==> config.mk <==
export PLATFORM = sky130hd
export DESIGN_NAME = slic_lead_port
export DESIGN_NICKNAME = d
export VERILOG_FILES = /design/src/rtl/slic_lead_port.sv
export SDC_FILE = /design/constraint.sdc
export NUM_CORES = 1
export LEC_CHECK = 0
export CELL_PAD_IN_SITES_DETAIL_PLACEMENT = 0
export CELL_PAD_IN_SITES_GLOBAL_PLACEMENT = 1
export CORE_MARGIN = 2
export CORE_UTILIZATION = 35
export CTS_CLUSTER_SIZE = 20
export DETAILED_ROUTE_END_ITERATION = 8
export HOLD_SLACK_MARGIN = 0.05
export PLACE_DENSITY = 0.79
export SLEW_MARGIN = 25
export SYNTH_ARGS = -nofsm -noshare
export SYNTH_HDL_FRONTEND = slang
export SYNTH_SLANG_ARGS = --single-unit
==> constraint.sdc <==
create_clock -name clk -period 2 [get_ports clk]
set_clock_uncertainty 0.15 [all_clocks]
set_input_delay 0.4 -clock clk [delete_from_list [all_inputs] [get_ports clk]]
set_output_delay 0.4 -clock clk [all_outputs]
set_load 0.005 [all_outputs]
==> src/rtl/slic_lead_port.sv <==
module slic_lead_port #(
  parameter int AW         = 8,
  parameter int DW         = 8,
  parameter int LEADS      = 6,
  parameter int ADDR_DIR   = 158,
  parameter int ADDR_DATA  = 159,
  parameter int ADDR_STAT  = 160,
  parameter int ADDR_TEST  = 162,
  parameter logic [LEADS-1:0] DIR_RST = 6'h0C
) (
  input  logic             clk,
  input  logic             rst_n,
  input  logic             reg_we,
  input  logic [AW-1:0]    reg_addr,
  input  logic [DW-1:0]    reg_wdata,
  output logic [DW-1:0]    reg_rdata,
  input  logic             frame_tick,
  input  logic [LEADS-1:0] lead_in,
  output logic [LEADS-1:0] lead_out,
  output logic [LEADS-1:0] lead_oe
);

  localparam int PAD = DW - LEADS;

  logic [LEADS-1:0] dir_q, data_q, stat_q, sync1_q, sync2_q;
  logic [DW-1:0]    test_q;

  wire hit_dir  = reg_addr == AW'(ADDR_DIR);
  wire hit_data = reg_addr == AW'(ADDR_DATA);
  wire hit_stat = reg_addr == AW'(ADDR_STAT);
  wire hit_test = reg_addr == AW'(ADDR_TEST);

  always_ff @(posedge clk or negedge rst_n) begin
    if (!rst_n) begin
      dir_q  <= DIR_RST;
      data_q <= '0;
      test_q <= '0;
    end else if (reg_we) begin
      if (hit_dir)  dir_q  <= reg_wdata[LEADS-1:0];
      if (hit_data) data_q <= reg_wdata[LEADS-1:0];
      if (hit_test) test_q <= reg_wdata;
    end
  end

  always_ff @(posedge clk or negedge rst_n) begin
    if (!rst_n) begin
      sync1_q <= '0;
      sync2_q <= '0;
      stat_q  <= '0;
    end else begin
      sync1_q <= lead_in;
      sync2_q <= sync1_q;
      if (frame_tick) stat_q <= sync2_q;
    end
  end

  assign lead_oe  = dir_q;
  assign lead_out = data_q & dir_q;

  always_comb begin
    reg_rdata = '0;
    if (hit_dir)  reg_rdata = {{PAD{1'b0}}, dir_q};
    if (hit_data) reg_rdata = {{PAD{1'b0}}, data_q};
    if (hit_stat) reg_rdata = {{PAD{1'b0}}, stat_q};
    if (hit_test) reg_rdata = test_q;
  end

  assert_dir_write_R1: assert property (@(posedge clk) disable iff (!rst_n)
    (reg_we && hit_dir) |=> lead_oe == $past(reg_wdata[LEADS-1:0]));

  assert_input_quiet_R4: assert property (@(posedge clk) disable iff (!rst_n)
    (lead_out & ~lead_oe) == '0);

  assert_data_drive_R3: assert property (@(posedge clk) disable iff (!rst_n)
    (reg_we && hit_data) |=> (lead_out & lead_oe) == ($past(reg_wdata[LEADS-1:0]) & lead_oe));

  assert_upper_zero_R5: assert property (@(posedge clk) disable iff (!rst_n)
    (hit_dir || hit_data || hit_stat) |-> reg_rdata[DW-1:LEADS] == '0);

  assert_hold_between_frames_R6: assert property (@(posedge clk) disable iff (!rst_n)
    !frame_tick |=> $stable(stat_q));

  assert_frame_capture_R6: assert property (@(posedge clk) disable iff (!rst_n)
    frame_tick |=> stat_q == $past(sync2_q));

  assert_stat_write_ignored_R7: assert property (@(posedge clk) disable iff (!rst_n)
    (reg_we && hit_stat && !frame_tick) |=> $stable(stat_q));

  assert_test_no_effect_R8: assert property (@(posedge clk) disable iff (!rst_n)
    (reg_we && hit_test) |=> $stable(lead_oe) && $stable(lead_out));

  assert_unmapped_R9: assert property (@(posedge clk) disable iff (!rst_n)
    !(hit_dir || hit_data || hit_stat || hit_test) |-> reg_rdata == '0);

endmodule

# == Word level (Yosys, flattened, before mapping) ==
# Index checks and enable logic that the tools add are counted.
# word_totals
reg_bits,38
output_inout_bits,20
# op_classes
n_eq_ne,4
n_mux,4
n_bitwise,1
reduce_logical,3
# ops
operator,n
8-bit equality test (second input constant),4
8-bit 2-to-1 mux,3
6-bit bitwise AND,1
6-bit 2-to-1 mux,1
2-bit AND reduction,3

# == Logic depth before layout (Yosys ltp) ==
# Gate-level depths: netlist of run 1.
# logic_depth
depth_word,5
mapped_depth,5
ltp_nobuf,3

# == Worst setup path before layout of run 1 ==
# No wires, ideal clock.
# synth_timing
kind,input port to output port
start,input reg_addr[0]
end,output reg_rdata[0]
arrival_time_ps,1437
required_time_ps,1450
path_slack_ps,13
stages,5
n_path_buf,2
cell_sequence,buf_6 > or3b_2 > buf_2 > nor3_1 > o22a_1
# synth_via
elab_chain_cells,5
word_cells_on_any_way,8
cone_classes,eq/ne (4); mux (4)
# synth_lines
item,line,source
start: declaration,14,"input logic [AW-1:0] reg_addr,"
8-bit equality test,28,wire hit_dir = reg_addr == AW'(ADDR_DIR);
6-bit 2-to-1 mux,62,"if (hit_dir) reg_rdata = {{PAD{1'b0}}, dir_q};"
8-bit 2-to-1 mux,63,"if (hit_data) reg_rdata = {{PAD{1'b0}}, data_q};"
8-bit 2-to-1 mux,64,"if (hit_stat) reg_rdata = {{PAD{1'b0}}, stat_q};"
8-bit 2-to-1 mux *,65,if (hit_test) reg_rdata = test_q;
end: declaration,16,"output logic [DW-1:0] reg_rdata,"
# Mark *: on every way between the ends. The rest lies on a longest branch, timed or not.

# == Worst setup path after layout of run 1 ==
# layout_timing
start,input reg_addr[2]
end,output reg_rdata[3]
# The elaborated chain is that of the path after synthesis.

==> results of run 1 <==
registers in the layout (all words and copies together), names as in the netlist:
register and count:
data_q 6, test_q 8, sync1_q 6, stat_q 6
lead_oe 6, sync2_q 6
path summary, 6_finish.rpt:
| path | to | cells after the start |
|---|---|---|
| worst max-delay path | reg_rdata[3] | 6 |
| worst min-delay path | sync2_q[4] | 0 |
| worst max register to register | test_q[1] | 1 |
| worst min register to register | sync2_q[4] | 0 |
| max in group asynchronous | lead_oe[2] | 2 |
| min in group asynchronous | test_q[7] | 2 |
layout make-up:
class,instances,area [µm²],share of cell area [%]
tap,54,67.6,2.70
sequential,38,953,38.1
clock inverter,1,7.51,0.300
multi-input combinational,75,744,29.7
timing repair buffer,74,651,26.0
clock buffer,7,76.3,3.05
inverter,1,3.75,0.150
metrics by stage:
stage	setup slack, ns	TNS, ns	power [mW]	hold slack [ns]	util [%]
floorplan	0.0135	0	0.912	-0.0456	-
global placement	-0.959	-12.09	1.02	0.183	48.2
detailed placement	-0.987	-12.90	1.03	0.186	48.2
CTS	-0.124	-0.661	1.56	0.198	53.4
global route	-0.169	-0.922	1.61	0.202	53.7
finish	-0.123	-0.687	1.54	0.194	53.7
placed cells by master (no fill, tap or decap), drive strengths merged:
master | netlist | final
clkbuf | 2 | 9
and2 | 6 | 6
mux2 | 26 | 26
nor4b | 1 | 1
inv | 1 | 1
nor4 | 1 | 1
or4b | 1 | 1
o22a | 5 | 5
nand4bb | 1 | 1
and3 | 2 | 2
nor2 | 5 | 5
clkdlybuf4s15 | 0 | 1
clkinvlp | 0 | 1
dfstp | 2 | 2
or3b | 1 | 1
dlygate4sd2 | 0 | 2
and4bb | 1 | 1
nor3 | 13 | 13
buf | 4 | 42
dfrtp | 36 | 36
nand2 | 2 | 2
nand3 | 2 | 2
mux2i | 7 | 7
or2 | 1 | 1
clkdlybuf4s50 | 0 | 27
cell families (layout without fill, tap and decap cells):
family / count (synthesis) / in the layout / share of synthesized area [%]
AO/OA/AOI/OAI: 5 / 5 / 2.63
multiplexers: 33 / 33 / 21.8
flip-flops: 38 / 38 / 57.2
buffers and inverters: 7 / 83 / 2.40
AND/OR/NAND/NOR: 37 / 37 / 16.0
synth_stat cells:
cell / n / area [µm²]
nor4b_4: 1 / 23.8
clkbuf_1: 2 / 7.51
nor3_1: 12 / 60.1
or4b_1: 1 / 10.0
buf_4: 1 / 7.51
inv_1: 1 / 3.75
nor2_1: 5 / 18.8
or2_2: 1 / 6.26
o22a_1: 5 / 43.8
and3_1: 2 / 12.5
nand4bb_1: 1 / 11.3
dfrtp_1: 36 / 901
buf_2: 2 / 10.0
buf_6: 1 / 11.3
nand2_1: 2 / 7.51
and4bb_2: 1 / 12.5
and2_1: 6 / 37.5
or3b_2: 1 / 8.76
mux2i_1: 7 / 70.1
nand3_2: 2 / 20.0
nor4_4: 1 / 21.3
nor3_4: 1 / 16.3
mux2_2: 26 / 293
dfstp_2: 2 / 52.6
power groups by stage:
stage | registers, mW | logic, mW | clock network [mW]
final | 0.837 | 0.204 | 0.498
after global routing | 0.842 | 0.220 | 0.549
after CTS | 0.837 | 0.201 | 0.518
after detailed placement | 0.851 | 0.177 | 0
after global placement | 0.849 | 0.173 | 0
after floorplan | 0.844 | 0.0678 | 0
routing by layer:
layer	global-route usage [%]	share of wire, %
met5	0	0
met4	9.05	3.6
met3	2.62	3.6
met2	27.2	52
met1	18.7	41
repair_timing:
| action | in CTS | in global routing |
|---|---|---|
| endpoints found under the setup margin | 14 | 8 |
| hold buffers | 0 | 0 |
| pin swaps | 11 | 4 |
| setup buffers | 15 | 2 |
| resized for setup | 85 | 6 |
==> summary.txt, run 1 <==
Outcome = finished, violations left
Failing checks = negative setup slack
Clk_lat worst skew = 0.29 ns
Initial antenna violation count = 0
Vias = 1,225
Layout cells sized above 1 = 50.0%
Hold path startpoint = sync1_q[4]
Max stage delay cell, worst path = or4b_4
RSZ-0062 raised after global routing = true
Tcrit/Tclk final = 106%
Clk pin slew, worst setup/hold paths = 0.07 ns
Die area = 5330 µm²
Synthesized Nets = 146
Die Span Y = 73.0 µm
Drt first pass iters = 4
Max-cap violations = 0
Switching pwr = 0.359 mW
#FFs+latches synth = 38
Routed wire length per instance = 16.0 µm
Post-DRT Antenna Nets = 0
Syn_area_per_cell = 13.9 µm²
Global-route wire length before repair = 6.24 mm
Hold Violations, Final = 0
CTS tree = done
Netlist cell types = 24
Switching Fraction = 23.3%
Vias per Instance = 4.90
Period minus WS final = 2.12 ns
Detailed Route Iter0 Violations = 50
Final nets = 221
Final setup fails = 6
FF-to-FF setup slack = 1.06 ns
Static leakage = 1.15 nW
Clock sinks = 38
Post-placement cell area = 2250 µm²
Sequential area share after synthesis = 57.2%
Worst Hold Class = reg2reg
# DRC = 0
Normalized max-slew margin = 68.8%
CP required = 1.45 ns
YS warnings = 0
Top delay family on crit path = simple AND/OR/NAND/NOR gates
Crit Path Category = in2out
CP dominant cell by count = buf_6
Chip width = 73.0 µm
Largest net degree at the start of global routing = 39
FMAX = 471 MHz
Syn-to-layout area delta = 50.2%
Cell count after synthesis = 120
ANT cells = 0
Initial Util = 35.8%
IO Pins = 46
Seq pwr share = 54.4%
All-Layer GR Usage = 15.9%
Gr ovfl total = 0
Slew @ Worst Pin = 0.468 ns
Non-filler instance count after layout = 250
Placed insts = 226
Crit path launch type = input pin
Core Box Area = 4660 µm²
Clock power share = 32.4%
Worst Setup SP = reg_addr[2]
Logic gate share of total power = 13.2%
P_int = 1.18 mW
Final worst slack = -0.123 ns
Maximum VDD drop = 0.343 mV
H-tree depth = 2
Gpl congestion = 0.853
Buffers & Inverters on Critical Path = 3
CTS root buf = clkbuf_8
CP endpoint kind = output pin
Final HPWL DP = 2.75 mm
Crit path max fanout = 4
Final wirelength = 3.99 mm
Synth Cell Area = 1670 µm²
Pins Over Slew Limit = 0
# port buffers = 45
CP arrival = 1.57 ns
Crit path cell chain = buf_6 -> or4b_4 -> buf_6 -> nor3_4 -> o22a_1 -> buf_2
Vias in the first global route = 1,356
Clk buf depth = 2
Highest cell delay on the worst timing path = 0.58 ns
Inserted Clock Buffers = 5
Reg2Reg Launch Point = test_q[1]
Cell Pwr Density = 615 nW/µm²
Rows = 25
Fillers = 414
Fin area = 2500 µm²
Note: power is estimated with default switching activity, not from simulation.
==> run 2: changes to the inputs <==
- CTS_BUF_LIST: unset -> sky130_fd_sc_hd__clkbuf_8
==> summary.txt, run 2 (synthesis gave the netlist of run 1 again) <==
Outcome = finished, violations left
Failing checks = negative setup slack
Maximum VDD drop = 0.343 mV (unchanged)
Gpl congestion = 0.853 (unchanged)
Most frequent cells in the layout = 36 x dfrtp_1, 27 x clkdlybuf4s50_1, 26 x mux2_2
CP required = 1.45 ns (about the same)
Worst Hold Class = reg2reg
FF-to-FF setup slack = 1.06 ns (about the same)
Switching pwr = 0.360 mW (+0.22%)
Die Span Y = 73.0 µm (unchanged)
Hold Path Depth = 0 (unchanged)
Clock sinks = 38 (unchanged)
Final HPWL DP = 2.75 mm (unchanged)
CTS tree = done
Initial antenna violation count = 0 (unchanged)
# DRC = 0 (unchanged)
Syn-to-layout area delta = 50.2% (unchanged)
Core Box Area = 4660 µm² (unchanged)
Routed wire length per instance = 16.0 µm (unchanged)
Pre-CTS setup slack = -0.987 ns (unchanged)
IO Pins = 46 (unchanged)
Vias in the first global route = 1,356 (unchanged)
Detailed Route Iter0 Violations = 50 (unchanged)
Max stage delay cell, worst path = or4b_4
ANT cells = 0 (unchanged)
Drt first pass iters = 4 (unchanged)
Inserted Clock Buffers = 5 (unchanged)
Hold Violations, Final = 0 (unchanged)
Non-filler instance count after layout = 250 (unchanged)
Vias per Instance = 4.90 (unchanged)
Cell Pwr Density = 611 nW/µm² (-0.62%)
Final worst slack = -0.123 ns (unchanged)
Crit path launch type = input pin
Period minus WS final = 2.12 ns (unchanged)
Tcrit/Tclk final = 106% (unchanged)
Slew @ Worst Pin = 0.468 ns (unchanged)
CP dominant cell by count = buf_6
RSZ-0062 raised after global routing = true
# port buffers = 45 (unchanged)
Pins Over Slew Limit = 0 (unchanged)
Post-DRT Antenna Nets = 0 (unchanged)
Buffers & Inverters on Critical Path = 3 (unchanged)
Placed insts = 226 (unchanged)
Max reg flops = 8 (unchanged)
Largest net degree at the start of global routing = 39 (unchanged)
Vias = 1,225 (unchanged)
CP endpoint kind = output pin
Fillers = 414 (unchanged)
R2r endpoint = test_q[1]
Layout cells sized above 1 = 50.0% (unchanged)
Final wirelength = 3.99 mm (unchanged)
Logic gate share of total power = 13.3% (about the same)
Crit path cell chain = buf_6 -> or4b_4 -> buf_6 -> nor3_4 -> o22a_1 -> buf_2
Crit path max fanout = 4 (unchanged)
CP arrival = 1.57 ns (about the same)
Final nets = 221 (unchanged)
P_int = 1.17 mW (-0.87%)
Final setup TNS = -0.687 ns (unchanged)
Chip width = 73.0 µm (unchanged)
Initial Util = 35.8% (unchanged)
Highest cell delay on the worst timing path = 0.58 ns (about the same)
Final setup fails = 6 (unchanged)
Die area = 5330 µm² (unchanged)
Max-cap violations = 0 (unchanged)
Crit Path Category = in2out
Gr ovfl total = 0 (unchanged)
Clock power share = 32.0% (-0.4 points)
Fin Hold WS = 0.194 ns (+0.000177 ns)
Static leakage = 1.16 nW (+0.72%)
Clk pin slew, worst setup/hold paths = 0.07 ns (about the same)
Switching Fraction = 23.5% (+0.20 points)
Commonest non-fill, non-tap cell in the layout = dfrtp_1
Largest Register = test_q
Util after Layout = 53.7% (unchanged)
FMAX = 471 MHz (unchanged)
All-Layer GR Usage = 15.9% (unchanged)
Rows = 25 (unchanged)
Power, Total = 1.53 mW (-0.62%)
Seq pwr share = 54.7% (+0.3 points)
Clk buf depth = 2 (unchanged)
Top delay family on crit path = simple AND/OR/NAND/NOR gates
CTS root buf = clkbuf_8
Worst hold endpoint = sync2_q[4]
Reg2Reg Launch Point = test_q[1]
Clk_lat worst skew = 0.29 ns (about the same)
Reg2reg path depth = 1 (unchanged)
Post-placement cell area = 2250 µm² (unchanged)
Fin area = 2500 µm² (unchanged)
H-tree depth = 2 (unchanged)
Global-route wire length before repair = 6.24 mm (unchanged)
Hold path startpoint = sync1_q[4]
Normalized max-slew margin = 68.8% (unchanged)
run 2: cell types whose count changed in the layout (fill, tap and decap cells not counted), sizes merged:
cell,delta
clkbuf,-2
inv,+2
run 2: repair_timing:
action | 4_1_cts | 5_1_grt
hold buffers | 0 | 0
resized for setup | 85 | 6
pin swaps | 11 | 4
buffers inserted | 15 | 2
setup endpoints to repair | 14 | 8
gates cloned | 0 | 0
run 2: power by group through the flow:
stage                     clock, mW  sequential (mW)  combinational [mW]
after detailed placement          0            0.851               0.177
after global routing          0.539            0.842               0.220
after floorplan                   0            0.844              0.0678
after global placement            0            0.849               0.173
after CTS                     0.510            0.836               0.201
final                         0.489            0.837               0.204
run 2: metal layers:
layer | wire, µm | vias to the layer above | track usage [%]
met2 | 2060 | 34 | 27.2
met5 | 0 | - | 0
met1 | 1650 | 602 | 18.7
li1 | - | 578 | -
met4 | 144 | 0 | 9.05
met3 | 142 | 11 | 2.62
run 2: worst max-delay path by stage:
stage | start | endpoint | slack (ns) | cells after the start
floorplan | reg_addr[0] | reg_rdata[0] | 0.01 | 5
global placement | reg_addr[3] | reg_rdata[3] | -0.96 | 5
detailed placement | reg_addr[3] | reg_rdata[3] | -0.99 | 5
CTS | reg_addr[6] | reg_rdata[3] | -0.12 | 6
global route | reg_addr[2] | reg_rdata[3] | -0.17 | 6
finish | reg_addr[2] | reg_rdata[3] | -0.12 | 6
run 2: cell type report:
| type | count | area, µm² | area share (%) |
|---|---|---|---|
| well taps | 54 | 67.6 | 2.70 |
| clock inverters | 3 | 15.0 | 0.600 |
| inverters | 1 | 3.75 | 0.150 |
| clock buffers | 5 | 68.8 | 2.75 |
| repair buffers | 74 | 651 | 26.0 |
| flip-flops and latches | 38 | 953 | 38.1 |
| multi-input cells | 75 | 744 | 29.7 |
==> run 3: changes to the inputs <==
- CORE_UTILIZATION: 35 -> 39
- PLACE_DENSITY: 0.79 -> 0.86
==> summary.txt, run 3 (synthesis gave the netlist of run 1 again) <==
Outcome = finished, violations left
Failing checks = negative setup slack
Period minus WS final = 2.17 ns (+0.0462 ns)
Clk pin slew, worst setup/hold paths = 0.07 ns (about the same)
CP arrival = 1.62 ns (+0.05 ns)
Switching Fraction = 22.5% (-1.0 points)
Vias = 1,230 (+0.41%)
Crit path launch type = input pin
Logic gate share of total power = 11.9% (-1.4 points)
Clock power share = 38.2% (+6.2 points)
Largest net degree at the start of global routing = 39 (unchanged)
Final HPWL DP = 2.79 mm (+1.2%)
ANT cells = 0 (unchanged)
Chip width = 69.4 µm (-5.0%)
Die Span Y = 69.4 µm (-5.0%)
# port buffers = 45 (unchanged)
Core Box Area = 4060 µm² (-13%)
# DRC = 0 (unchanged)
Clk buf depth = 2 (unchanged)
Inserted Clock Buffers = 5 (unchanged)
Final worst slack = -0.169 ns (-0.0462 ns)
Crit path max fanout = 3 (-1)
FMAX = 461 MHz (-2.1%)
P_int = 1.30 mW (+11%)
CP endpoint kind = output pin
Cell Pwr Density = 667 nW/µm² (+9.2%)
Reg2reg path depth = 2 (+1)
Clock sinks = 38 (unchanged)
Maximum VDD drop = 0.554 mV (+62%)
IO Pins = 46 (unchanged)
CP required = 1.45 ns (about the same)
Switching pwr = 0.379 mW (+5.2%)
Final nets = 219 (-0.90%)
Fin Hold WS = 0.201 ns (+0.00711 ns)
Vias in the first global route = 1,341 (-1.1%)
Fin area = 2520 µm² (+0.75%)
Gr ovfl total = 0 (unchanged)
Detailed Route Iter0 Violations = 57 (+14%)
FF-to-FF setup slack = 1.02 ns (-0.04 ns)
Clk_lat worst skew = 0.29 ns (about the same)
Hold path startpoint = sync1_q[2]
Worst Setup SP = reg_addr[2]
Crit Path Category = in2out
Drt first pass iters = 4 (unchanged)
Slew @ Worst Pin = 0.270 ns (-0.198 ns)
Seq pwr share = 49.8% (-4.9 points)
Largest Register = test_q
Global-route wire length before repair = 6.48 mm (+3.8%)
Worst hold endpoint = sync2_q[2]
Rows = 23 (-8.0%)
Layout cells sized above 1 = 47.9% (-2.1 points)
Final setup fails = 6 (unchanged)
Initial antenna violation count = 0 (unchanged)
Reg2Reg Launch Point = lead_oe[3]
Syn-to-layout area delta = 51.4%
Power, Total = 1.68 mW (+10%)
Commonest non-fill, non-tap cell in the layout = dfrtp_1
CTS tree = done
Max reg flops = 8 (unchanged)
Static leakage = 1.19 nW (+2.7%)
Post-DRT Antenna Nets = 0 (unchanged)
Max-cap violations = 0 (unchanged)
Post-placement cell area = 2290 µm² (+2.0%)
RSZ-0062 raised after global routing = true
CTS Hold Bufs = 0 (unchanged)
Pins Over Slew Limit = 0 (unchanged)
Gpl congestion = 0.790 (-7.5%)
Hold Path Depth = 0 (unchanged)
H-tree depth = 2 (unchanged)
Most frequent cells in the layout = 36 x dfrtp_1, 26 x mux2_2, 26 x clkdlybuf4s50_1
Final setup TNS = -0.801 ns (-0.114 ns)
Routed wire length per instance = 16.4 µm (+2.7%)
Initial Util = 41.1% (+5.3 points)
R2r endpoint = lead_oe[3]
Normalized max-slew margin = 82.0% (+13 points)
Die area = 4810 µm² (-9.7%)
Worst Hold Class = reg2reg
All-Layer GR Usage = 17.4% (+1.6 points)
Hold Violations, Final = 0 (unchanged)
Tcrit/Tclk final = 108% (+2.3 points)
CTS root buf = clkbuf_8
Vias per Instance = 5.04 (+2.9%)
Fillers = 304 (-27%)
Util after Layout = 62.2% (+8.4 points)
Final wirelength = 4.00 mm (+0.28%)
==> run 3: cell types whose count changed in the layout (fill, tap and decap cells not counted), sizes merged <==
cell / delta
inv: -2
dlymetal6s2s: +1
bufinv: +1
clkbuf: -2
clkdlybuf4s15: +1
buf: -3
clkdlybuf4s50: -1
clkinvlp: +1
dlygate4sd2: +2
==> run 3: layer usage <==
| layer | GRT usage (%) | wire length, µm |
|---|---|---|
| met1 | 21.1 | 1700 |
| met2 | 29.8 | 2030 |
| met3 | 4.65 | 218 |
| met4 | 6.32 | 48 |
| met5 | 0 | 0 |
==> run 3: power groups by stage <==
| stage | combinational, mW | sequential [mW] | clock [mW] |
|---|---|---|---|
| 6_report | 0.201 | 0.838 | 0.643 |
| 3_3_place_gp | 0.178 | 0.848 | 0 |
| 4_1_cts | 0.202 | 0.837 | 0.657 |
| 2_1_floorplan | 0.0678 | 0.844 | 0 |
| 5_1_grt | 0.216 | 0.842 | 0.698 |
| 3_5_place_dp | 0.183 | 0.851 | 0 |
==> run 3: critical path, stage by stage <==
cell	delay, ns
buf_6	0.09
or4b_4	0.58
buf_6	0.15
nor3_4	0.11
o22a_1	0.17
buf_2	0.12
==> run 3: worst max-delay path by stage <==
stage	slack, ns	end
after floorplan	0.01	reg_rdata[0]
final	-0.17	reg_rdata[3]
after CTS	-0.16	reg_rdata[3]
after global placement	-0.92	reg_rdata[2]
after detailed placement	-0.99	reg_rdata[3]
after global routing	-0.20	reg_rdata[3]
==> run 3: cell type report <==
type | instances | area, µm² | area share, %
multi-input cells | 75 | 738 | 29.3
well taps | 50 | 62.6 | 2.48
repair buffers | 72 | 651 | 25.8
clock buffers | 5 | 68.8 | 2.73
inverters | 1 | 3.75 | 0.149
flip-flops and latches | 38 | 953 | 37.8
clock inverters | 3 | 45.0 | 1.79
==> run 3: what timing repair did <==
action / CTS / global route
endpoints found under the setup margin: 30 / 7
resized for setup: 82 / 1
pin swaps: 14 / 4
setup buffers: 9 / 0
==> run 3: stage by stage <==
stage,instances,setup slack [ns]
floorplan,120,0.0135
global placement,227,-0.924
detailed placement,227,-0.993
CTS,244,-0.157
global route,244,-0.202
finish,244,-0.169
